[src/rtl/sertx_pkg.sv]
package sertx_pkg;
  localparam int DATA_MAX  = 8;
  localparam int FRAME_MAX = DATA_MAX + 3;
  localparam int LEN_W     = $clog2(FRAME_MAX + 1);

  typedef logic [1:0] wsel_t;

  typedef struct packed {
    logic [FRAME_MAX-1:0] bits;
    logic [LEN_W-1:0]     len;
  } frame_t;

  function automatic int data_bits(wsel_t s);
    return 5 + int'(s);
  endfunction

  // start bit at index 0, data LSB first, ones above
  function automatic frame_t build_frame(logic [DATA_MAX-1:0] d, wsel_t s,
                                         logic two);
    frame_t f;
    int w;
    w = data_bits(s);
    f.bits = '1;
    f.bits[0] = 1'b0;
    for (int i = 0; i < DATA_MAX; i++)
      f.bits[1+i] = (i < w) ? d[i] : 1'b1;
    f.len = LEN_W'(w + 2 + int'(two));
    return f;
  endfunction
endpackage

[src/rtl/sertx_tick.sv]
module sertx_tick #(
  parameter int DIV_W       = 12,
  parameter int OS_NORM     = 16,
  parameter int OS_FAST     = 8,
  parameter int SYNC_STAGES = 2
) (
  input  logic             clk,
  input  logic             rst,
  input  logic             run,
  input  logic             sync_mode,
  input  logic             dbl_speed,
  input  logic [DIV_W-1:0] baud_div,
  input  logic             xclk_in,
  input  logic             xclk_edge,
  output logic             bit_tick
);
  localparam int SUB_W = $clog2(OS_NORM);
  localparam logic [SUB_W-1:0] LIM_N = SUB_W'(OS_NORM - 1);
  localparam logic [SUB_W-1:0] LIM_F = SUB_W'(OS_FAST - 1);

  logic [DIV_W-1:0] div_cnt;
  logic [SUB_W-1:0] sub_cnt;
  logic [SUB_W-1:0] sub_lim;
  logic             base_tick;
  logic             sub_end;
  logic [SYNC_STAGES:0] xs;
  logic             rise, fall, ext_tick;

  assign sub_lim   = dbl_speed ? LIM_F : LIM_N;
  assign base_tick = run && !sync_mode && (div_cnt == baud_div);
  assign sub_end   = (sub_cnt >= sub_lim);

  always_ff @(posedge clk) begin
    if (rst || !run || sync_mode) begin
      div_cnt <= '0;
      sub_cnt <= '0;
    end else if (base_tick) begin
      div_cnt <= '0;
      sub_cnt <= sub_end ? '0 : sub_cnt + 1'b1;
    end else begin
      div_cnt <= div_cnt + 1'b1;
    end
  end

  // synchroniser chain plus one history flop for edge detection
  generate
    for (genvar g = 0; g <= SYNC_STAGES; g++) begin : g_sync
      if (g == 0) begin : g_first
        always_ff @(posedge clk)
          if (rst) xs[0] <= 1'b0;
          else     xs[0] <= xclk_in;
      end else begin : g_next
        always_ff @(posedge clk)
          if (rst) xs[g] <= 1'b0;
          else     xs[g] <= xs[g-1];
      end
    end
  endgenerate

  assign rise     = xs[SYNC_STAGES-1] & ~xs[SYNC_STAGES];
  assign fall     = ~xs[SYNC_STAGES-1] & xs[SYNC_STAGES];
  assign ext_tick = run && (xclk_edge ? fall : rise);
  assign bit_tick = sync_mode ? ext_tick : (base_tick && sub_end);
endmodule

[src/rtl/sertx_hold.sv]
module sertx_hold #(
  parameter int DW = 8
) (
  input  logic          clk,
  input  logic          rst,
  input  logic          wr_stb,
  input  logic [DW-1:0] wr_data,
  input  logic          tx_en,
  input  logic          take,
  output logic          full,
  output logic [DW-1:0] data,
  output logic          accept
);
  assign accept = wr_stb && tx_en && !full;

  always_ff @(posedge clk) begin
    if (rst) begin
      full <= 1'b0;
      data <= '0;
    end else begin
      if (take)   full <= 1'b0;
      if (accept) begin
        full <= 1'b1;
        data <= wr_data;
      end
    end
  end
endmodule

[src/rtl/sertx_shift.sv]
module sertx_shift
  import sertx_pkg::*;
(
  input  logic                clk,
  input  logic                rst,
  input  logic                bit_tick,
  input  logic                hold_full,
  input  logic [DATA_MAX-1:0] hold_data,
  input  wsel_t               width_sel,
  input  logic                two_stop,
  output logic                busy,
  output logic                line_bit,
  output logic                take,
  output logic                frame_end
);
  logic [FRAME_MAX-1:0] frm;
  logic [LEN_W-1:0]     left;
  frame_t               nf;

  assign nf        = build_frame(hold_data, width_sel, two_stop);
  assign frame_end = busy && bit_tick && (left == LEN_W'(1));
  assign take      = hold_full && (!busy || frame_end);
  assign line_bit  = busy ? frm[0] : 1'b1;

  always_ff @(posedge clk) begin
    if (rst) begin
      busy <= 1'b0;
      frm  <= '1;
      left <= '0;
    end else if (take) begin
      busy <= 1'b1;
      frm  <= nf.bits;
      left <= nf.len;
    end else if (busy && bit_tick) begin
      frm  <= {1'b1, frm[FRAME_MAX-1:1]};
      left <= left - 1'b1;
      if (left == LEN_W'(1)) busy <= 1'b0;
    end
  end
endmodule

[src/rtl/sertx_top.sv]
module sertx_top
  import sertx_pkg::*;
#(
  parameter int DIV_W   = 12,
  parameter int OS_NORM = 16,
  parameter int OS_FAST = 8
) (
  input  logic             clk,
  input  logic             rst,
  input  logic             tx_en,
  input  logic             wr_stb,
  input  logic [7:0]       wr_data,
  input  logic [1:0]       width_sel,
  input  logic             two_stop,
  input  logic             sync_mode,
  input  logic             dbl_speed,
  input  logic [DIV_W-1:0] baud_div,
  input  logic             xclk_in,
  input  logic             xclk_edge,
  input  logic             port_out,
  input  logic             rdy_irq_en,
  input  logic             tc_ack,
  output logic             serial_out,
  output logic             buf_empty,
  output logic             tx_done,
  output logic             irq
);
  logic                bit_tick;
  logic                busy, line_bit, take, frame_end;
  logic                hold_full, accept;
  logic [DATA_MAX-1:0] hold_data;
  logic                full_next, own;

  sertx_tick #(.DIV_W(DIV_W), .OS_NORM(OS_NORM), .OS_FAST(OS_FAST),
               .SYNC_STAGES(2)) tick_i (
    .clk(clk), .rst(rst), .run(busy), .sync_mode(sync_mode),
    .dbl_speed(dbl_speed), .baud_div(baud_div), .xclk_in(xclk_in),
    .xclk_edge(xclk_edge), .bit_tick(bit_tick));

  sertx_hold #(.DW(DATA_MAX)) hold_i (
    .clk(clk), .rst(rst), .wr_stb(wr_stb), .wr_data(wr_data),
    .tx_en(tx_en), .take(take), .full(hold_full), .data(hold_data),
    .accept(accept));

  sertx_shift shift_i (
    .clk(clk), .rst(rst), .bit_tick(bit_tick), .hold_full(hold_full),
    .hold_data(hold_data), .width_sel(width_sel), .two_stop(two_stop),
    .busy(busy), .line_bit(line_bit), .take(take), .frame_end(frame_end));

  assign buf_empty = ~hold_full;
  assign full_next = (hold_full & ~take) | accept;
  assign own       = tx_en | busy | hold_full;

  always_ff @(posedge clk) begin
    if (rst) begin
      serial_out <= 1'b1;
      tx_done    <= 1'b0;
      irq        <= 1'b0;
    end else begin
      serial_out <= own ? line_bit : port_out;
      irq        <= rdy_irq_en & ~full_next;
      if (take)           tx_done <= 1'b0;
      else if (frame_end) tx_done <= 1'b1;
      else if (tc_ack)    tx_done <= 1'b0;
    end
  end
endmodule

[config.mk]
export PLATFORM = sky130hd
export DESIGN_NAME = sertx_top
export DESIGN_NICKNAME = d
export VERILOG_FILES = /design/src/rtl/sertx_pkg.sv /design/src/rtl/sertx_tick.sv /design/src/rtl/sertx_hold.sv /design/src/rtl/sertx_shift.sv /design/src/rtl/sertx_top.sv
export SDC_FILE = /design/constraint.sdc
export NUM_CORES = 1
export LEC_CHECK = 0
export BUFFER_PORTS_ARGS = -buffer_cell sky130_fd_sc_hd__clkbuf_2
export CAP_MARGIN = 15
export CORE_MARGIN = 3
export CORE_UTILIZATION = 60
export DETAILED_ROUTE_END_ITERATION = 7
export PLACE_DENSITY = 0.83
export SYNTH_ARGS = -nofsm -noshare
export SYNTH_HDL_FRONTEND = slang
export SYNTH_SLANG_ARGS = --single-unit
[constraint.sdc]
create_clock -name clk -period 5.15 [get_ports clk]
set_clock_uncertainty 0.15 [all_clocks]
set_input_delay 1.545 -clock clk [delete_from_list [all_inputs] [get_ports clk]]
set_output_delay 1.545 -clock clk [all_outputs]
set_load 0.005 [all_outputs]
==> results of run 1 <==
[flip-flops by register name, indices dropped and copies added, names as in the netlist, 3 cells and up]
register / cells
hold_i.data: 8
tick_i.xs: 3
tick_i.sub_cnt: 4
shift_i.frm: 9
tick_i.div_cnt: 12
shift_i.left: 4
[area by class of cell]
class                      count  area share [%]
clock buffer                   5            2.69
sequential                    45            35.2
multi-input combinational    186            48.1
tap                           46            2.25
inverter                      12            1.76
timing repair buffer          38            7.52
clock inverter                 3            2.54
[placed cells by master, fill, tap and decap left out, drive strengths merged, types with 6 or more instances in the layout]
cell	instances
dfxtp	45
clkbuf	42
nor2	29
nand2	24
a21oi	17
xnor2	15
inv	12
xor2	11
ha	10
nand3	9
mux2i	8
a22oi	7
and3	6
[critical path, delay by kind of cell]
kind / cells / cell delay [ps]
and+or+nand+nor: 2 / 1050
AOI/OAI and AO/OA: 3 / 590
adders and majority gates: 1 / 260
muxes: 1 / 260
buffers and inverters: 1 / 80
[logic make-up (layout without fill, tap and decap cells)]
| group | count (synthesis) | after routing | share of synthesized area (%) |
|---|---|---|---|
| simple gates | 97 | 97 | 21.4 |
| flops | 45 | 45 | 40.2 |
| compound gates | 44 | 44 | 13.7 |
| xor+xnor | 26 | 26 | 10.2 |
| buf+inv | 22 | 58 | 4.91 |
| fa+ha+maj | 10 | 10 | 5.58 |
| mux | 9 | 9 | 4.07 |
[power breakdown]
part / total, mW / internal (mW) / switching, mW
logic: 0.0742 / 0.0353 / 0.0389
registers: 0.367 / 0.359 / 0.00818
clock network: 0.311 / 0.193 / 0.119
total: 0.753 / 0.587 / 0.166
[layer usage]
layer | part of all wire, % | GRT usage [%] | wire length, um
met4 | 0.84 | 6.84 | 37
met3 | 5.9 | 3.99 | 260
met2 | 45 | 33.0 | 2010
met5 | 0 | 0 | 0
met1 | 48 | 30.0 | 2110
[through the flow]
| step | cell area [um^2] | std cells | util (%) | setup slack (ps) |
|---|---|---|---|---|
| after global placement | 2430 | 327 | 70.0 | 1110 |
| after detailed placement | 2430 | 327 | 70.0 | 1040 |
| final | 2560 | 335 | 73.8 | 1360 |
| after CTS | 2560 | 335 | 73.8 | 1340 |
| after global routing | 2560 | 335 | 73.8 | 1150 |
| after floorplan | 2240 | 253 | - | 1510 |
[worst max-delay path by stage]
stage               from        endpoint  slack [ps]  cells after the start
2_1_floorplan  dbl_speed  shift_i.frm[1]        1510                      9
3_3_place_gp   dbl_speed  shift_i.frm[4]        1110                      8
3_5_place_dp   dbl_speed  shift_i.frm[5]        1040                      8
4_1_cts        dbl_speed  shift_i.frm[5]        1340                      8
5_1_grt        dbl_speed  shift_i.frm[3]        1150                      8
6_report       dbl_speed  shift_i.frm[5]        1360                      8
==> impl_results.md, run 1 <==
* Antenna cells at 0
* Clk buf depth at 2
* Clock H-tree levels at 2
* Max cap viols at 0
* Clock transition at the registers of the reported paths at 80 ps
* Initial antenna violation count at 0
* GRT Total Usage at 21.4%
* Vias at roughly 1800
* Distinct cell type count after synthesis at 44
* Sink Count at 45
* Core box area at 0.00347 mm^2
* DRC at 0
* Crit path DAT at about 3800 ps
* Min-delay worst type: reg2reg
* YS warnings at 0
* Num CTS Buffers at 5
* Vias in the first global route at 1620
* Count leader, synth: dfxtp_1
* CP max FO at 13
* Worst-path cell chain: clkbuf_2 > ha_1 > a31oi_1 > or3_1 > o41ai_4 > and2_1 > mux2i_1 > a22oi_1
* Hold slack at 293 ps
* HPWL after DPL at 3.29 mm
* Setup repair bufs after CTS at 0
* Yosys top cell area share at between 40% and 50%
* Post-synth ARST share at 0%
* Static leakage at between 1 and 1.5 nW
* Ranking of synthesized cells by area: dfxtp_1, xnor2_1, ha_1, nor2_1, xor2_1
* Clock Tree Root: clkbuf_8
* R2R Path End: shift_i.frm[5]
* Fin crit period at 3790 ps
* Vias per cell at 5.44
* Setup TNS at 0 ps
* Port bufs at 37
* Post-synth top area cell: dfxtp_1
* Starting density of the core at between 60 and 70%
* Drt total wl at approximately 4.4 mm
* Worst skew pair latency at 290 ps
* Top cells by count, synth: dfxtp_1, nor2_1, nand2_1
* Post-synthesis sequential area ratio at 40.2%
* Synthesized area at 0.00224 mm^2
* Startpoint Class: input pin
* Element type at the critical path end: register
* Power, Total at 0.753 mW
* Worst vdd ir at 0.255 mV
* Mapped Cells at 253
* Reg area at 901 um^2
* Worst-margin pin slew at 644 ps
* CTS tree: yes
* Slowest stage delay, CP at 600 ps
* R2r startpoint: tick_i.sub_cnt[3]
* Hold EP: tick_i.xs[1]
* Synth Register Bits at 45
* CP Data Required Time at 5150 ps
* Largest net degree at the start of global routing at 33
* Hold-fix buffers, CTS at 0
* Synthesis-to-layout area growth at 14.2%
* Post-route clock period utilization at 73.6%
* DR pass1 iterations at 4
* RSZ-0062 raised after global routing: no
* Chip height at 67.1 um
* Origin of the worst min-delay path: tick_i.xs[0]
* DR WL/cell at 13.2 um
* Post-synth EDFFs at 0
* Most used DFF post-synth: dfxtp_1
* First-iteration detailed-routing DRC count at 115
* Die ar. at 0.00451 mm^2
* Post-route ant nets at 0
* Crit path kind: in2reg
* Outcome: complete, no violations
* Post-CTS Resized at 0
* Global-route wire length before repair at 7.38 mm
* Net Count, Synth at 297
* FF-to-FF setup slack at 2350 ps
* Total gr overflow at 0
* IO Pins at 38
* PwrDens at 294 mW/mm^2
* Hold Path Stages at 1
* Area of the multi-input gates at 0.00123 mm^2
* Mean Syn Cell Area at roughly 9 um^2
* Fin. Hold Viols at 0
* Final setup viols at 0
* Nets at 332
* Max Clk Rate at 264 MHz
* Die width at between 60 and 70 um
* Reg2Reg Depth at 7
* Worst path slowest cell: and2_1
* Fillers at 286
* Worst rel slew slack at around 57%
* Row count at 21
* Final slew viol count at 0
* Share of cells above drive strength 1 at around 18%
* GP Congestion at 0.906
No activity file was read; power rests on OpenSTA's default activity.
==> run 2: changes to the inputs <==
--- a/config.mk
+++ b/config.mk
@@ -5,12 +5,13 @@
 export SDC_FILE = /design/constraint.sdc
 export NUM_CORES = 1
 export LEC_CHECK = 0
+export ABC_AREA = 1
 export BUFFER_PORTS_ARGS = -buffer_cell sky130_fd_sc_hd__clkbuf_2
 export CAP_MARGIN = 15
 export CORE_MARGIN = 3
-export CORE_UTILIZATION = 60
+export CORE_UTILIZATION = 56
 export DETAILED_ROUTE_END_ITERATION = 7
-export PLACE_DENSITY = 0.83
+export PLACE_DENSITY = 0.78
 export SYNTH_ARGS = -nofsm -noshare
 export SYNTH_HDL_FRONTEND = slang
 export SYNTH_SLANG_ARGS = --single-unit
==> constraint.sdc (replaced) <==
create_clock -name clk -period 3.9 [get_ports clk]
set_clock_uncertainty 0.15 [all_clocks]
set_input_delay 1.17 -clock clk [delete_from_list [all_inputs] [get_ports clk]]
set_output_delay 1.17 -clock clk [all_outputs]
set_load 0.005 [all_outputs]
==> run 2 against run 1 <==
  * Cell count is 25% higher
  * Synthesized cell count is 32% higher
  * Via count is 13% higher
  * Setup slack worse by 300 ps
  * Global-route usage is 1.6 points lower
  * Combinational power is 81% higher
  * Count of clock-buffer cells in the layout is 1 higher
  * First-iteration DRC count is 29% higher
  * Core utilization is 5.0 points lower
  * Critical path type unchanged
  * Largest cell class unchanged
  * Largest power group unchanged
==> impl_results.md, run 2 <==
* Outcome: complete, no violations
* Post-synth EDFFs at 0 (unchanged)
* Clk buf depth at 2 (unchanged)
* IO Pins at 38 (unchanged)
* R2r startpoint: shift_i.busy
* Max Clk Rate at 352 MHz
* Final slew viol count at 0 (unchanged)
* Regs by FF count: tick_i.div_cnt: 12 flops, shift_i.frm: 9 flops, hold_i.data: 8 flops
* Post-route ant nets at 0 (unchanged)
* Crit path kind: in2reg
* Chip height at 70.9 um (+5.6%)
* Hold-fix buffers, CTS at 0 (unchanged)
* RSZ-0062 raised after global routing: no
* Crit path DAT at 2840 ps (-950 ps)
* GRT Total Usage at 19.8% (-1.6 points)
* First-iteration detailed-routing DRC count at 148 (+29%)
* Synthesis-to-layout area growth at 12.6%
* Global-route wire length before repair at 8.00 mm (+8.4%)
* Mapped Cells at 334 (+32%)
* Distinct cell type count after synthesis at 34 (-23%)
* Antenna cells at 0 (unchanged)
* Post-synth ARST share at 0% (unchanged)
* Reg with most FFs: tick_i.div_cnt
* Crit path capture: shift_i.frm[4]
* DR pass1 iterations at 4 (unchanged)
* Final core occ at 68.9% (-5.0 points)
* Post-synth top area cell: dfxtp_1
* Setup repair bufs after CTS at 0 (unchanged)
* Worst-margin pin slew at 690 ps (+45.6 ps)
* Fin crit period at between 2000 and 3000 ps
* Total gr overflow at 0 (unchanged)
* Initial antenna violation count at 0 (unchanged)
* Row count at 22 (+4.8%)
* Power, Total at 0.933 mW (+24%)
* CP max FO at 13 (unchanged)
* Startpoint Class: input pin
* PwrDens at 352 mW/mm^2 (+20%)
* Most common cell after layout, fill and taps aside: nand2_1
* CP Data Required Time at 3900 ps (-1250 ps)
* Starting density of the core at 61.1% (-3.5 points)
* Clock transition at the registers of the reported paths at 80 ps (about the same)
* Element type at the critical path end: register
* Setup TNS at 0 ps (unchanged)
* Mean Syn Cell Area at 7.05 um^2 (-20%)
* Post-route clock period utilization at 72.8%
* Synthesized area at 0.00236 mm^2 (+5.1%)
* FF-to-FF setup slack at 1660 ps (-690 ps)
* YS warnings at 0 (unchanged)
* Worst setup path startpoint: dbl_speed
* Share of cells above drive strength 1 at 16.4% (-1.6 points)
* Core box area at 0.00385 mm^2 (+11%)
* Worst vdd ir at 0.246 mV (-3.4%)
* R2R Path End: shift_i.frm[4]
* Max cap viols at 0 (unchanged)
* Drt total wl at 4.64 mm (+5.1%)
* Synth Register Bits at 45 (unchanged)
* HPWL after DPL at 3.53 mm (+7.0%)
* Worst rel slew slack at 54.0% (-3.1 points)
* Reg2Reg Depth at 12 (+5)
* Post-synthesis sequential area ratio at 38.2% (-1.9 points)
* Most used DFF post-synth: dfxtp_1
* DRC at 0 (unchanged)
* Vias in the first global route at 1833 (+13%)
* Net Count, Synth at 378 (+27%)
* Top cells by count, synth: nand2_1, inv_1, nor2_1
* Worst skew pair latency at 300 ps (about the same)
* Vias per cell at 4.93 (-9.4%)
* Clock H-tree levels at 2 (unchanged)
* Clock Tree Root: clkbuf_8
* Post-CTS Resized at 0 (unchanged)
* Max reg flops at 12 (unchanged)
* Num CTS Buffers at 5 (unchanged)
* Static leakage at 1.25 nW (+20%)
* Die ar. at 0.00502 mm^2 (+11%)
* Sink Count at 45 (unchanged)
* Port bufs at 37 (unchanged)
* Nets at 414 (+25%)
* DR WL/cell at 11.1 um (-16%)
* Yosys top cell area share at 38.2% (-1.9 points)
* Vias at 2064 (+13%)
* Hold slack at 256 ps (-37.6 ps)
* Count leader, synth: nand2_1
* Ranking of synthesized cells by area: dfxtp_1, nand2_1, inv_1, nor2_1, nand3_1
* Most frequent cells in the layout: nand2_1, inv_1, nor2_1
* Largest net degree at the start of global routing at 25 (-24%)
* GP Congestion at 0.926 (+2.2%)
* CTS tree: yes
* Final setup viols at 0 (unchanged)
* Die width at 70.9 um (+5.6%)
* Fin. Hold Viols at 0 (unchanged)
* Min-delay worst type: reg2reg
run 2: changes by cell type after synthesis, sizes merged, moves of 7 or more:
cell	change
nand2	+45
inv	+39
nor2	+22
nand3	+19
o21ai	+18
xnor2	-11
mux2i	-8
a22oi	-7
run 2: worst min path at each step:
stage,start,depth (start not counted),end,slack (ps)
floorplan,tick_i.xs[0],2,tick_i.xs[1],240
global placement,tick_i.xs[0],2,tick_i.xs[1],240
detailed placement,tick_i.xs[0],2,tick_i.xs[1],240
CTS,tick_i.xs[0],2,tick_i.xs[1],250
global route,tick_i.xs[0],2,tick_i.xs[1],290
finish,tick_i.xs[0],2,tick_i.xs[1],260
run 2: where the power goes:
part	switching (mW)	internal (mW)	total [mW]	leakage, nW
logic	0.0749	0.0591	0.134	0.833
clock network	0.158	0.144	0.302	0.0512
registers	0.0153	0.482	0.497	0.368
total	0.249	0.684	0.933	1.25
run 2: through the flow:
step,setup WS (ps),instances,cell area [um^2]
floorplan,1060,334,2360
global placement,817,411,2560
detailed placement,744,411,2560
CTS,1050,419,2650
global route,888,419,2650
finish,1060,419,2650
run 2: final cells by class:
type	instances	area [um^2]
fill	329	1200
clock inverter	2	13.8
tap	48	60.1
sequential	45	901
inverter	51	191
timing repair buffer	37	185
clock buffer	6	82.6
multi-input combinational	230	1220
run 2: cells by family after synthesis:
logic type | share of synthesized area (%)
compound gates | 9.93
buf+inv | 9.98
fa+ha+maj | 5.31
flops | 38.2
simple gates | 32.4
xor+xnor | 4.09
run 2: critical path, stage by stage:
cell	delay, ps
clkbuf_2	80
ha_1	270
inv_1	40
o31ai_1	340
nand3_2	170
nand2_4	120
nand2_2	170
o21ai_2	230
or2_2	180
nand4_1	70
run 2: per-layer routing:
layer | up-vias | share of wire [%] | track usage (%)
met5 | - | 0 | 0
met4 | 0 | 0.75 | 5.64
met3 | 4 | 6.3 | 6.11
met2 | 47 | 42 | 29.5
met1 | 886 | 51 | 27.7
li1 | 1127 | - | -
==> run 3: changes to the inputs <==
==> constraint.sdc (replaced) <==
create_clock -name clk -period 2.65 [get_ports clk]
set_clock_uncertainty 0.15 [all_clocks]
set_input_delay 0.795 -clock clk [delete_from_list [all_inputs] [get_ports clk]]
set_output_delay 0.795 -clock clk [all_outputs]
set_load 0.005 [all_outputs]
==> run 3 against run 2 <==
  * Non-clock buffer count rose by 10
  * Power rose by 47%
  * Global-route usage fell by 0.059 points
  * Largest cell class unchanged
  * Setup slack got worse by 850 ps
  * Count of clock-buffer cells in the layout rose by 1
  * Core utilization rose by 1.7 points
  * Die area did not move
  * Flip-flop and latch count did not move
  * Highest routed layer unchanged
  * Sequential power rose by 47%
==> impl_results.md, run 3 (synthesis results as in run 2) <==
* Share of cells above drive strength 1 at 18.2% (+1.7 points)
* Row count at 22 (unchanged)
* RSZ-0062 raised after global routing: no
* Final setup viols at 0 (unchanged)
* Fin. Hold Viols at 0 (unchanged)
* Min-delay worst type: reg2reg
* First-iteration detailed-routing DRC count at 135 (-8.8%)
* Max cap viols at 0 (unchanged)
* Die ar. at 0.00502 mm^2 (unchanged)
* Chip height at 70.9 um (unchanged)
* Core box area at 0.00385 mm^2 (unchanged)
* Max Clk Rate at 411 MHz
* Fin crit period at 2440 ps
* Outcome: complete, no violations
* PwrDens at 504 mW/mm^2 (+43%)
* Antenna cells at 0 (unchanged)
* Clock H-tree levels at 2 (unchanged)
* HPWL after DPL at 3.64 mm (+3.2%)
* Clock transition at the registers of the reported paths at 80 ps (about the same)
* Finished Cell Area at 0.00272 mm^2 (+2.5%)
* DR WL/cell at 11.0 um (-0.60%)
* Nets at 424 (+2.4%)
* Worst-margin pin slew at 656 ps (-34.2 ps)
* Startpoint Class: input pin
* Worst vdd ir at 0.353 mV (+43%)
* Worst rel slew slack at 56.3% (+2.3 points)
* Clk buf depth at 2 (unchanged)
* Element type at the critical path end: register
* GP Congestion at 0.820 (-11%)
* Max reg flops at 12 (unchanged)
* Reg with most FFs: tick_i.div_cnt
* Total gr overflow at 0 (unchanged)
* GRT Total Usage at 19.7% (-0.059 points)
* Final core occ at 70.6% (+1.7 points)
* Final slew viol count at 0 (unchanged)
* Port bufs at 37 (unchanged)
* Post-route clock period utilization at 91.9%
* Vias at 2157 (+4.5%)
* Placed cell area at 0.00263 mm^2 (+2.9%)
* CP Data Required Time at 2650 ps (-1250 ps)
* CP max FO at 18 (+5)
* Worst skew pair latency at 300 ps (about the same)
* Crit path DAT at 2430 ps (-410 ps)
* DRC at 0 (unchanged)
* Setup repair bufs after CTS at 0 (unchanged)
* Static leakage at 1.29 nW (+3.1%)
* Starting density of the core at 61.1% (unchanged)
* Hold-fix buffers, CTS at 0 (unchanged)
* Crit path kind: in2reg
* Regs by FF count: tick_i.div_cnt: 12 flops, shift_i.frm: 9 flops, hold_i.data: 8 flops
* Synthesis-to-layout area growth at 15.4%
* Initial antenna violation count at 0 (unchanged)
* Vias per cell at 5.04 (+2.3%)
* Die width at 70.9 um (unchanged)
* CTS tree: yes
* Drt total wl at 4.71 mm (+1.5%)
* Clock Tree Root: clkbuf_8
* Num CTS Buffers at 5 (unchanged)
* Most common cell after layout, fill and taps aside: nand2_1
* Post-CTS Resized at 0 (unchanged)
* Vias in the first global route at 1859 (+1.4%)
* Setup TNS at 0 ps (unchanged)
* IO Pins at 38 (unchanged)
* Sink Count at 45 (unchanged)
* Post-route ant nets at 0 (unchanged)
* Global-route wire length before repair at 8.09 mm (+1.1%)
* Power, Total at 1.37 mW (+47%)
* Largest net degree at the start of global routing at 25 (unchanged)
* Most frequent cells in the layout: nand2_1, inv_1, nor2_1
* DR pass1 iterations at 4 (unchanged)
==> run 3: cell count changes in the layout (fill, tap and decap cells not counted), sizes merged <==
| cell | before | now |
|---|---|---|
| buf | 0 | 10 |
| clkinv | 2 | 0 |
| clkbuf | 43 | 44 |
==> run 3: layout make-up <==
type | count | area, um^2
multi-input combinational | 230 | 1220
fill | 338 | 1130
sequential | 45 | 901
timing repair buffer | 47 | 260
inverter | 51 | 191
clock buffer | 7 | 86.3
tap | 48 | 60.1
==> run 3: per-layer routing <==
layer	GRT usage, %	part of all wire [%]	vias up
met5	0	0	-
met4	5.64	1.3	0
met3	5.54	5.1	8
met2	28.2	42	49
met1	28.9	52	948
li1	-	-	1152
==> run 3: metrics by stage <==
stage                     worst slack, ps  instances  hold slack, ps
after floorplan                       184        334             238
after global placement               19.9        421             242
after detailed placement            -94.6        421             248
after CTS                             218        428             259
after global routing                 47.5        428             297
final                                 214        428             256
==> run 3: path summary, 6_finish.rpt <==
kind | cells past startpoint | endpoint | start | slack [ps]
setup / recovery | 11 | shift_i.frm[7] | dbl_speed | 210
hold / removal | 2 | tick_i.xs[1] | tick_i.xs[0] | 260
setup reg to reg | 13 | shift_i.frm[7] | shift_i.busy | 430
hold reg to reg | 2 | tick_i.xs[1] | tick_i.xs[0] | 260
==> run 3: critical path: stages <==
cell	delay [ps]
clkbuf_2	80
ha_1	260
inv_1	30
o31ai_1	360
nand3_2	170
nand2_4	110
nand3_4	80
nand2_4	100
nand2_4	130
o21ai_0	210
nand3_1	100
==> run 3: report_power, final <==
part	switching, mW	total (mW)	internal (mW)
clock network	0.219	0.426	0.207
registers	0.0200	0.729	0.709
logic	0.119	0.216	0.0967
total	0.359	1.37	1.01
